### src/rtl/dmaag_pkg.sv
package dmaag_pkg;
  typedef enum logic [1:0] {
    FLD_INDEX  = 2'd0,
    FLD_STEP   = 2'd1,
    FLD_COUNT  = 2'd2,
    FLD_CTRL   = 2'd3
  } fld_e;
endpackage

### src/rtl/dmaag_chan.sv
module dmaag_chan
  import dmaag_pkg::*;
#(
  parameter int IDX_W = 19,
  parameter int CNT_W = 16
) (
  input  logic             clk,
  input  logic             rst,
  input  logic             wr_hit,
  input  logic [1:0]       wr_sel,
  input  logic [IDX_W-1:0] wr_data,
  input  logic             gnt,
  output logic [IDX_W-1:0] idx,
  output logic             fire,
  output logic             done
);
  logic [IDX_W-1:0] step;
  logic [CNT_W-1:0] cnt;
  logic             en;
  logic             idx_wr, step_wr, cnt_wr, ctl_wr, last;

  assign idx_wr  = wr_hit && (wr_sel == FLD_INDEX);
  assign step_wr = wr_hit && (wr_sel == FLD_STEP);
  assign cnt_wr  = wr_hit && (wr_sel == FLD_COUNT);
  assign ctl_wr  = wr_hit && (wr_sel == FLD_CTRL);
  assign fire    = gnt && en;
  assign last    = (cnt == CNT_W'(1));

  // parameter storage: no reset
  always_ff @(posedge clk) begin
    if (idx_wr)       idx <= wr_data;
    else if (fire)    idx <= idx + step;
    if (step_wr)      step <= wr_data;
    if (cnt_wr)       cnt <= wr_data[CNT_W-1:0];
    else if (fire)    cnt <= cnt - CNT_W'(1);
  end

  // control state
  always_ff @(posedge clk) begin
    if (rst) begin
      en   <= 1'b0;
      done <= 1'b0;
    end else begin
      done <= fire && last;
      if (ctl_wr)            en <= wr_data[0];
      else if (fire && last) en <= 1'b0;
    end
  end

  logic armed;
  always_ff @(posedge clk) armed <= !rst;

  assert_postmod_R3: assert property (@(posedge clk) disable iff (rst)
    armed && $past(fire) && !$past(idx_wr) |-> idx == $past(idx) + $past(step));

  assert_done_single_R6: assert property (@(posedge clk) disable iff (rst)
    done |=> !done);

  assert_done_cause_R6: assert property (@(posedge clk) disable iff (rst)
    armed && done |-> $past(fire) && ($past(cnt) == CNT_W'(1)));

  assert_idle_hold_R8: assert property (@(posedge clk) disable iff (rst)
    armed && !$past(fire) && !$past(idx_wr) |-> $stable(idx));
endmodule

### src/rtl/dmaag_addr_out.sv
module dmaag_addr_out #(
  parameter int          NUM_CH = 4,
  parameter int          IDX_W  = 19,
  parameter int          ADDR_W = 24,
  parameter logic [31:0] BASE   = 32'h0008_0000
) (
  input  logic                         clk,
  input  logic                         rst,
  input  logic [NUM_CH-1:0]            fire,
  input  logic [NUM_CH-1:0][IDX_W-1:0] idx_all,
  output logic                         io_addr_vld,
  output logic [ADDR_W-1:0]            io_addr
);
  localparam logic [ADDR_W-1:0] BASE_A = ADDR_W'(BASE);
  localparam logic [ADDR_W-1:0] LIMIT  = ADDR_W'(BASE) + ADDR_W'(64'd1 << IDX_W);

  logic [IDX_W-1:0] sel_idx;

  always_comb begin
    sel_idx = '0;
    for (int c = 0; c < NUM_CH; c++)
      if (fire[c]) sel_idx = sel_idx | idx_all[c];
  end

  always_ff @(posedge clk) begin
    if (rst) begin
      io_addr_vld <= 1'b0;
      io_addr     <= '0;
    end else begin
      io_addr_vld <= |fire;
      if (|fire) io_addr <= BASE_A + ADDR_W'(sel_idx);
    end
  end

  logic armed;
  always_ff @(posedge clk) armed <= !rst;

  assert_addr_window_R2: assert property (@(posedge clk) disable iff (rst)
    io_addr_vld |-> (io_addr >= BASE_A) && (io_addr < LIMIT));

  assert_idle_quiet_R8: assert property (@(posedge clk) disable iff (rst)
    armed && !$past(|fire) |-> !io_addr_vld);
endmodule

### src/rtl/dma_addr_gen.sv
module dma_addr_gen #(
  parameter int          NUM_CH = 4,
  parameter int          IDX_W  = 19,
  parameter int          CNT_W  = 16,
  parameter int          ADDR_W = 24,
  parameter logic [31:0] BASE   = 32'h0008_0000,
  localparam int         CH_W   = $clog2(NUM_CH)
) (
  input  logic              clk,
  input  logic              rst,
  input  logic              wr_en,
  input  logic [CH_W-1:0]   wr_ch,
  input  logic [1:0]        wr_sel,
  input  logic [IDX_W-1:0]  wr_data,
  input  logic [NUM_CH-1:0] gnt,
  output logic              io_addr_vld,
  output logic [ADDR_W-1:0] io_addr,
  output logic [NUM_CH-1:0] done
);
  logic [NUM_CH-1:0]            fire;
  logic [NUM_CH-1:0][IDX_W-1:0] idx_all;

  for (genvar c = 0; c < NUM_CH; c++) begin : g_ch
    logic hit;
    assign hit = wr_en && (wr_ch == CH_W'(c));
    dmaag_chan #(.IDX_W(IDX_W), .CNT_W(CNT_W)) u_chan (
      .clk(clk), .rst(rst), .wr_hit(hit), .wr_sel(wr_sel), .wr_data(wr_data),
      .gnt(gnt[c]), .idx(idx_all[c]), .fire(fire[c]), .done(done[c])
    );
  end

  dmaag_addr_out #(.NUM_CH(NUM_CH), .IDX_W(IDX_W), .ADDR_W(ADDR_W), .BASE(BASE)) u_out (
    .clk(clk), .rst(rst), .fire(fire), .idx_all(idx_all),
    .io_addr_vld(io_addr_vld), .io_addr(io_addr)
  );

  assert_gnt_onehot_R8: assert property (@(posedge clk) disable iff (rst)
    $onehot0(gnt));

  assert_done_no_addr_R6: assert property (@(posedge clk) disable iff (rst)
    (|done) |-> io_addr_vld);
endmodule

### config.mk
export PLATFORM = sky130hd
export DESIGN_NAME = dma_addr_gen
export DESIGN_NICKNAME = d
export VERILOG_FILES = /design/src/rtl/dmaag_pkg.sv /design/src/rtl/dmaag_chan.sv /design/src/rtl/dmaag_addr_out.sv /design/src/rtl/dma_addr_gen.sv
export SDC_FILE = /design/constraint.sdc
export NUM_CORES = 1
export LEC_CHECK = 0
export BUFFER_PORTS_ARGS = -buffer_cell sky130_fd_sc_hd__buf_4
export CORE_UTILIZATION = 49
export CTS_CLUSTER_SIZE = 10
export DETAILED_ROUTE_END_ITERATION = 10
export GPL_TIMING_DRIVEN = 1
export PLACE_DENSITY = 0.66
export SETUP_SLACK_MARGIN = 0.2
export SLEW_MARGIN = 25
export SYNTH_ARGS = -nofsm -noshare
export SYNTH_HDL_FRONTEND = slang
export SYNTH_HIERARCHICAL = 1
export SYNTH_SLANG_ARGS = --single-unit
### constraint.sdc
create_clock -name clk -period 3.3 [get_ports clk]
set_input_delay 0.33 -clock clk [delete_from_list [all_inputs] [get_ports clk]]
set_output_delay 0.33 -clock clk [all_outputs]
set_load 0.05 [all_outputs]
# Yosys cells after proc, flatten, opt, wreduce, memory -nomap -nowiden
# Index checks and enable logic that the tools add are counted.
[classes]
addsub = 9
mul = 0
n_div = 0
magnitude_cmp = 0
n_eq_ne = 10
shift = 0
muxes = 28
n_bitwise = 3
reduce_logical = 43
[ops]
columns = ["cell", "n"]
rows = [
  ["2-to-1 mux 19 bit", 12],
  ["2-to-1 mux 16 bit", 8],
  ["adder 19 bit", 4],
  ["== test 16 x 1 -> 1 bit (second input constant)", 4],
  ["subtractor 16 x 1 -> 16 bit (second input constant)", 4],
  ["bitwise OR 19 bit", 3],
  ["logical AND 1 bit", 28],
  ["nonzero test 2 bit", 12],
  ["adder 20 x 19 -> 21 bit (first input constant)", 1],
  ["== test 2 bit (second input constant)", 4],
  ["2-to-1 mux 1 bit", 8],
  ["== test 2 x 1 -> 1 bit (second input constant)", 2],
  ["zero test 2 bit", 2],
  ["OR reduction 4 bit", 1],
]
[word_totals]
register_bits = 249
latchBits = 0
ram_bits = 0
mem_bits_ro = 0
input_bits = 30
memories = 0

# Longest topological paths before layout
[depth]
depth_word = 9
ltp_mapped = 10
mapped_depth_nobuf = 10

# By module
# Netlist, hierarchy kept.
[modules_own_cells]
columns = ["module", "instances", "cells_each", "area_each_um2", "seq_area_each_um2"]
rows = [
  ["dmaag_chan (g_ch[2].u_chan ...)", 2, 319, 3298.2, 1661.6],
  ["dmaag_chan (g_ch[0].u_chan ...)", 2, 305, 3236.9, 1661.6],
  ["dmaag_addr_out", 1, 121, 1201.2, 420.4],
  ["dma_addr_gen", 1, 4, 37.5, 0.0],
]

# Worst setup path after synthesis
# OpenSTA, ideal clock, no wires.
[synth_path]
kind = "reg-to-reg"
from = "register g_ch[2].u_chan.idx[0]"
to = "register g_ch[2].u_chan.idx[18] (data pin)"
setup_time_ns = 0.188
arrival_ns = 2.157
setup_slack_ns = 0.955
path_stages_with_launch = 10
n_path_buf = 0
synth_period_minus_slack_ns = 2.345
cell_sequence = "edfxtp_1 -> ha_1 -> inv_1 -> fa_1 -> nand2b_2 -> a21oi_2 -> o21ai_2 -> o221a_4 -> o2111a_1 -> o41ai_1"
[synth_via]
elab_chain_len = 3
[synth_lines]
columns = ["element", "line", "text"]
rows = [
  ["from (decl)", "dmaag_chan.sv:13", "output logic [IDX_W-1:0] idx,"],
  ["from (signal assigned)", "dmaag_chan.sv:31", "if (idx_wr) idx <= wr_data;"],
  ["from (signal assigned)", "dmaag_chan.sv:32", "else if (fire) idx <= idx + step;"],
  ["adder 19 bit", "dmaag_chan.sv:32", ""],
  ["2-to-1 mux 19 bit", "dmaag_chan.sv:32", ""],
  ["2-to-1 mux 19 bit", "dmaag_chan.sv:31", ""],
]
# Every way passes these cells. The select of a mux whose other input is x is not followed.
# A chain may end at the register's enable or synchronous reset.

# Worst setup path in the final report
[layout_path]
from = "register g_ch[1].u_chan.idx[0]"
to = "register g_ch[1].u_chan.idx[18] (data pin)"
[layout_via]
elab_chain_len = 3
[layout_lines]
columns = ["element", "line"]
rows = [
  ["from (decl)", "dmaag_chan.sv:13"],
  ["from (signal assigned)", "dmaag_chan.sv:31"],
  ["from (signal assigned)", "dmaag_chan.sv:32"],
  ["adder 19 bit", "dmaag_chan.sv:32"],
  ["2-to-1 mux 19 bit", "dmaag_chan.sv:32"],
  ["2-to-1 mux 19 bit", "dmaag_chan.sv:31"],
]
# Every way passes these cells. The select of a mux whose other input is x is not followed.

==> impl_metrics.csv <==
group,metric,value,unit
outcome,outcome,"finished clean",
setup_path,path_class,"flop to flop",
grt,grt.overflow.total,0,
sta,fmax,362,MHz
floorplan,start_util,49.9,%
final_layout,drive_gt1_share,11.8,%
clocking,clock_latency,0.55,ns
place,place_congestion,0.896,
routing,dr.pass1.iters,5,
final_layout,final_nets,1542,
sta,slew_headroom,40.2,%
final_layout,multi_input_area,0.00690,sq mm
clocking,clk_path_buf_depth,3,
sta,setup_tns,0,ns
routing,vias_per_cell,5.84,
setup_path,required,3.56,ns
sta,finalHoldViolCount,0,
power,power_density,441,mW/mm^2
floorplan,ios,59,
yosys,yosysTopAreaCell,"edfxtp_1",
routing,first_iter_violations,816,
grt,grt_pass1_vias,10200,
floorplan,dieArea,0.0299,sq mm
final_layout,fillers,2543,
place,hpwlAfterDp,23.7,mm
routing,post-route-drc-count,0,
power,peakVddDrop,0.370,mV
hold_path,hold_class,"input port to flop",
clocking,cts_hold_buf,0,
setup_path,cp_max_fo,4,
place,portBuffers,54,
yosys,ys_seq_elements,245,
sta,setup_viol,0,
final_layout,utilization,56.0,%
sta,fin_ws,0.538,ns
clocking,cts_tree,"yes",
grt,antenna_found_initial,0,
clocking,ctsResizeCount,0,
floorplan,fp.coreArea,0.0287,sq mm
sta,period_minus_slack,2.76,ns
final_layout,n_antenna_cell,0,
final_layout,syn_to_final_growth,12.2,%
place,pre_cts_ws,0.643,ns
clocking,cts_buffers,30,
yosys,syn_inst,1373,
yosys,synth.distinct_cells,68,
setup_path,arrival,3.02,ns
clocking,clk_pin_slew_worst_paths,0.05,ns
setup_path,end_kind,"flop",
routing,num_vias,10700,
sta,finClkSkew,0.0101,ns
job,timing.max_cap.violations,0,
yosys,synth-edff-count,216,
power,finalPower,0.00709,W
yosys,yosysSeqAreaShare,49.4,%
yosys,async_reset_ff_share,0,%
floorplan,die_h,173,microns
yosys,synth_area_leaders,"edfxtp_1 45%, ha_1 7.0%, a21oi_1 4.9%",
sta,worst_pin_slew,0.897,ns
sta,rsz0062_at_grt,"false",
final_layout,regArea,0.00707,sq mm
routing,finalWirelength,35.7,mm
yosys,synth.most_common_cell,"edfxtp_1",
yosys,synth.avg_cell_area,10.4,sq um
floorplan,die_w,173,microns
yosys,synth_common_cells,"216 x edfxtp_1, 159 x nor2_1, 140 x a21oi_1",
power,p_leak,5.70,nW
sta,period_share,83.7,%
grt,grt_max_degree,41,
clocking,cts_setup_buffers,0,
yosys,synth_top_area_share,45.3,%
clocking,root_buffer,"clkbuf_16",
yosys,ys_warn_count,6,
routing,ant_nets,0,
routing,wire_per_inst,19.4,microns
grt,grt_pass1_wl,56.0,mm
grt,grt_usage,23.8,%
setup_path,start_kind,"flop",
clocking,cts_sinks,245,
clocking,htree_num_levels,1,
floorplan,rows,62,
yosys,syn_area,0.0143,sq mm
sta,slew_viol_final,0,
yosys,ys.flop_type,"edfxtp_1",
==> worst paths after layout <==
| kind | startpoint | to | slack, ns | depth (start not counted) |
|---|---|---|---|---|
| max reg2reg | g_ch[1].u_chan/idx[0] | g_ch[1].u_chan/idx[18] | 0.54 | 10 |
| min | wr_data[17] | g_ch[3].u_chan/step[17] | 0.06 | 1 |
| max | g_ch[1].u_chan/idx[0] | g_ch[1].u_chan/idx[18] | 0.54 | 10 |
| min reg2reg | g_ch[3].u_chan/en | g_ch[3].u_chan/en | 0.47 | 2 |
==> kinds of logic after synthesis <==
group / after synthesis / share of synthesized area [%]
and+or+nand+nor: 467 / 16.0
AOI/OAI and AO/OA: 367 / 16.9
DFF: 245 / 49.4
xor gates and xnor gates: 110 / 6.73
buffers and inverters: 89 / 2.65
adders and majority gates: 84 / 7.56
muxes: 10 / 0.752
other: 1 / 0.0262
==> where the power goes <==
group          total, W  switching (W)  internal [W]  leakage (nW)
Sequential      0.00346      0.0000320       0.00343          2.19
Combinational  0.000548       0.000355      0.000193          3.07
Clock           0.00308        0.00124       0.00184         0.443
Total           0.00709        0.00162       0.00547          5.70
==> flip-flops by register name, summed over array words and instances, names as in the netlist <==
register / flops
g_ch.u_chan/cnt: 64
g_ch.u_chan/done: 4
g_ch.u_chan/en: 4
g_ch.u_chan/idx: 76
g_ch.u_chan/step: 76
u_out/io_addr: 20
u_out/io_addr_vld: 1
==> layer usage <==
metal	part of all wire, %	GRT usage [%]	vias up
met5	0	0	-
met4	2.5	6.38	0
met3	5.5	2.88	66
met2	48	40.4	365
met1	44	32.3	5076
li1	-	-	5207
==> metrics by stage <==
stage          cell area [sq um]  std cells  hold WS [ns]
2_1_floorplan              14300       1376         0.399
3_3_place_gp               15100       1780         0.455
3_5_place_dp               15100       1780         0.459
4_1_cts                    16100       1836        0.0376
5_1_grt                    16100       1836        0.0493
6_report                   16100       1836        0.0593
==> cells in the final DEF (no fill, tap or decap), drive strengths merged, types with 6 or more instances in the layout <==
| cell type | count |
|---|---|
| nand2 | 138 |
| ha | 80 |
| or3 | 10 |
| nor2b | 9 |
| a21oi | 142 |
| clkbuf | 54 |
| nor4b | 6 |
| o211ai | 6 |
| xor2 | 38 |
| nor3b | 7 |
| a311oi | 19 |
| and4 | 8 |
| a31oi | 6 |
| nor2 | 159 |
| a211oi | 8 |
| nor4 | 10 |
| dfxtp | 29 |
| nand3 | 26 |
| nor3 | 38 |
| a21o | 22 |
| o21ai | 78 |
| nand2b | 18 |
| nand4 | 20 |
| and3 | 7 |
| edfxtp | 216 |
| inv | 34 |
| buf | 75 |
| a22oi | 38 |
| xnor2 | 72 |
| mux2 | 6 |
| o31ai | 6 |
==> area by class of cell <==
cell class	count	area share, %
Sequential cell	245	44.0
Timing Repair Buffer	75	3.51
Clock buffer	54	5.68
Multi-Input combinational cell	1042	42.9
Inverter	34	0.795
Tap cell	384	2.99
Clock inverter	2	0.0779
==> critical path, stage by stage (launching register included) <==
cell and delay (ns):
edfxtp_1 0.39, ha_1 0.23, inv_1 0.08, fa_1 0.22, nor2b_1 0.07, o2111ai_1 0.19
nand3_1 0.18, a21oi_1 0.35, o21ai_0 0.32, nor4b_1 0.36, a221oi_1 0.09
Note: power is estimated with default switching activity, not from simulation.
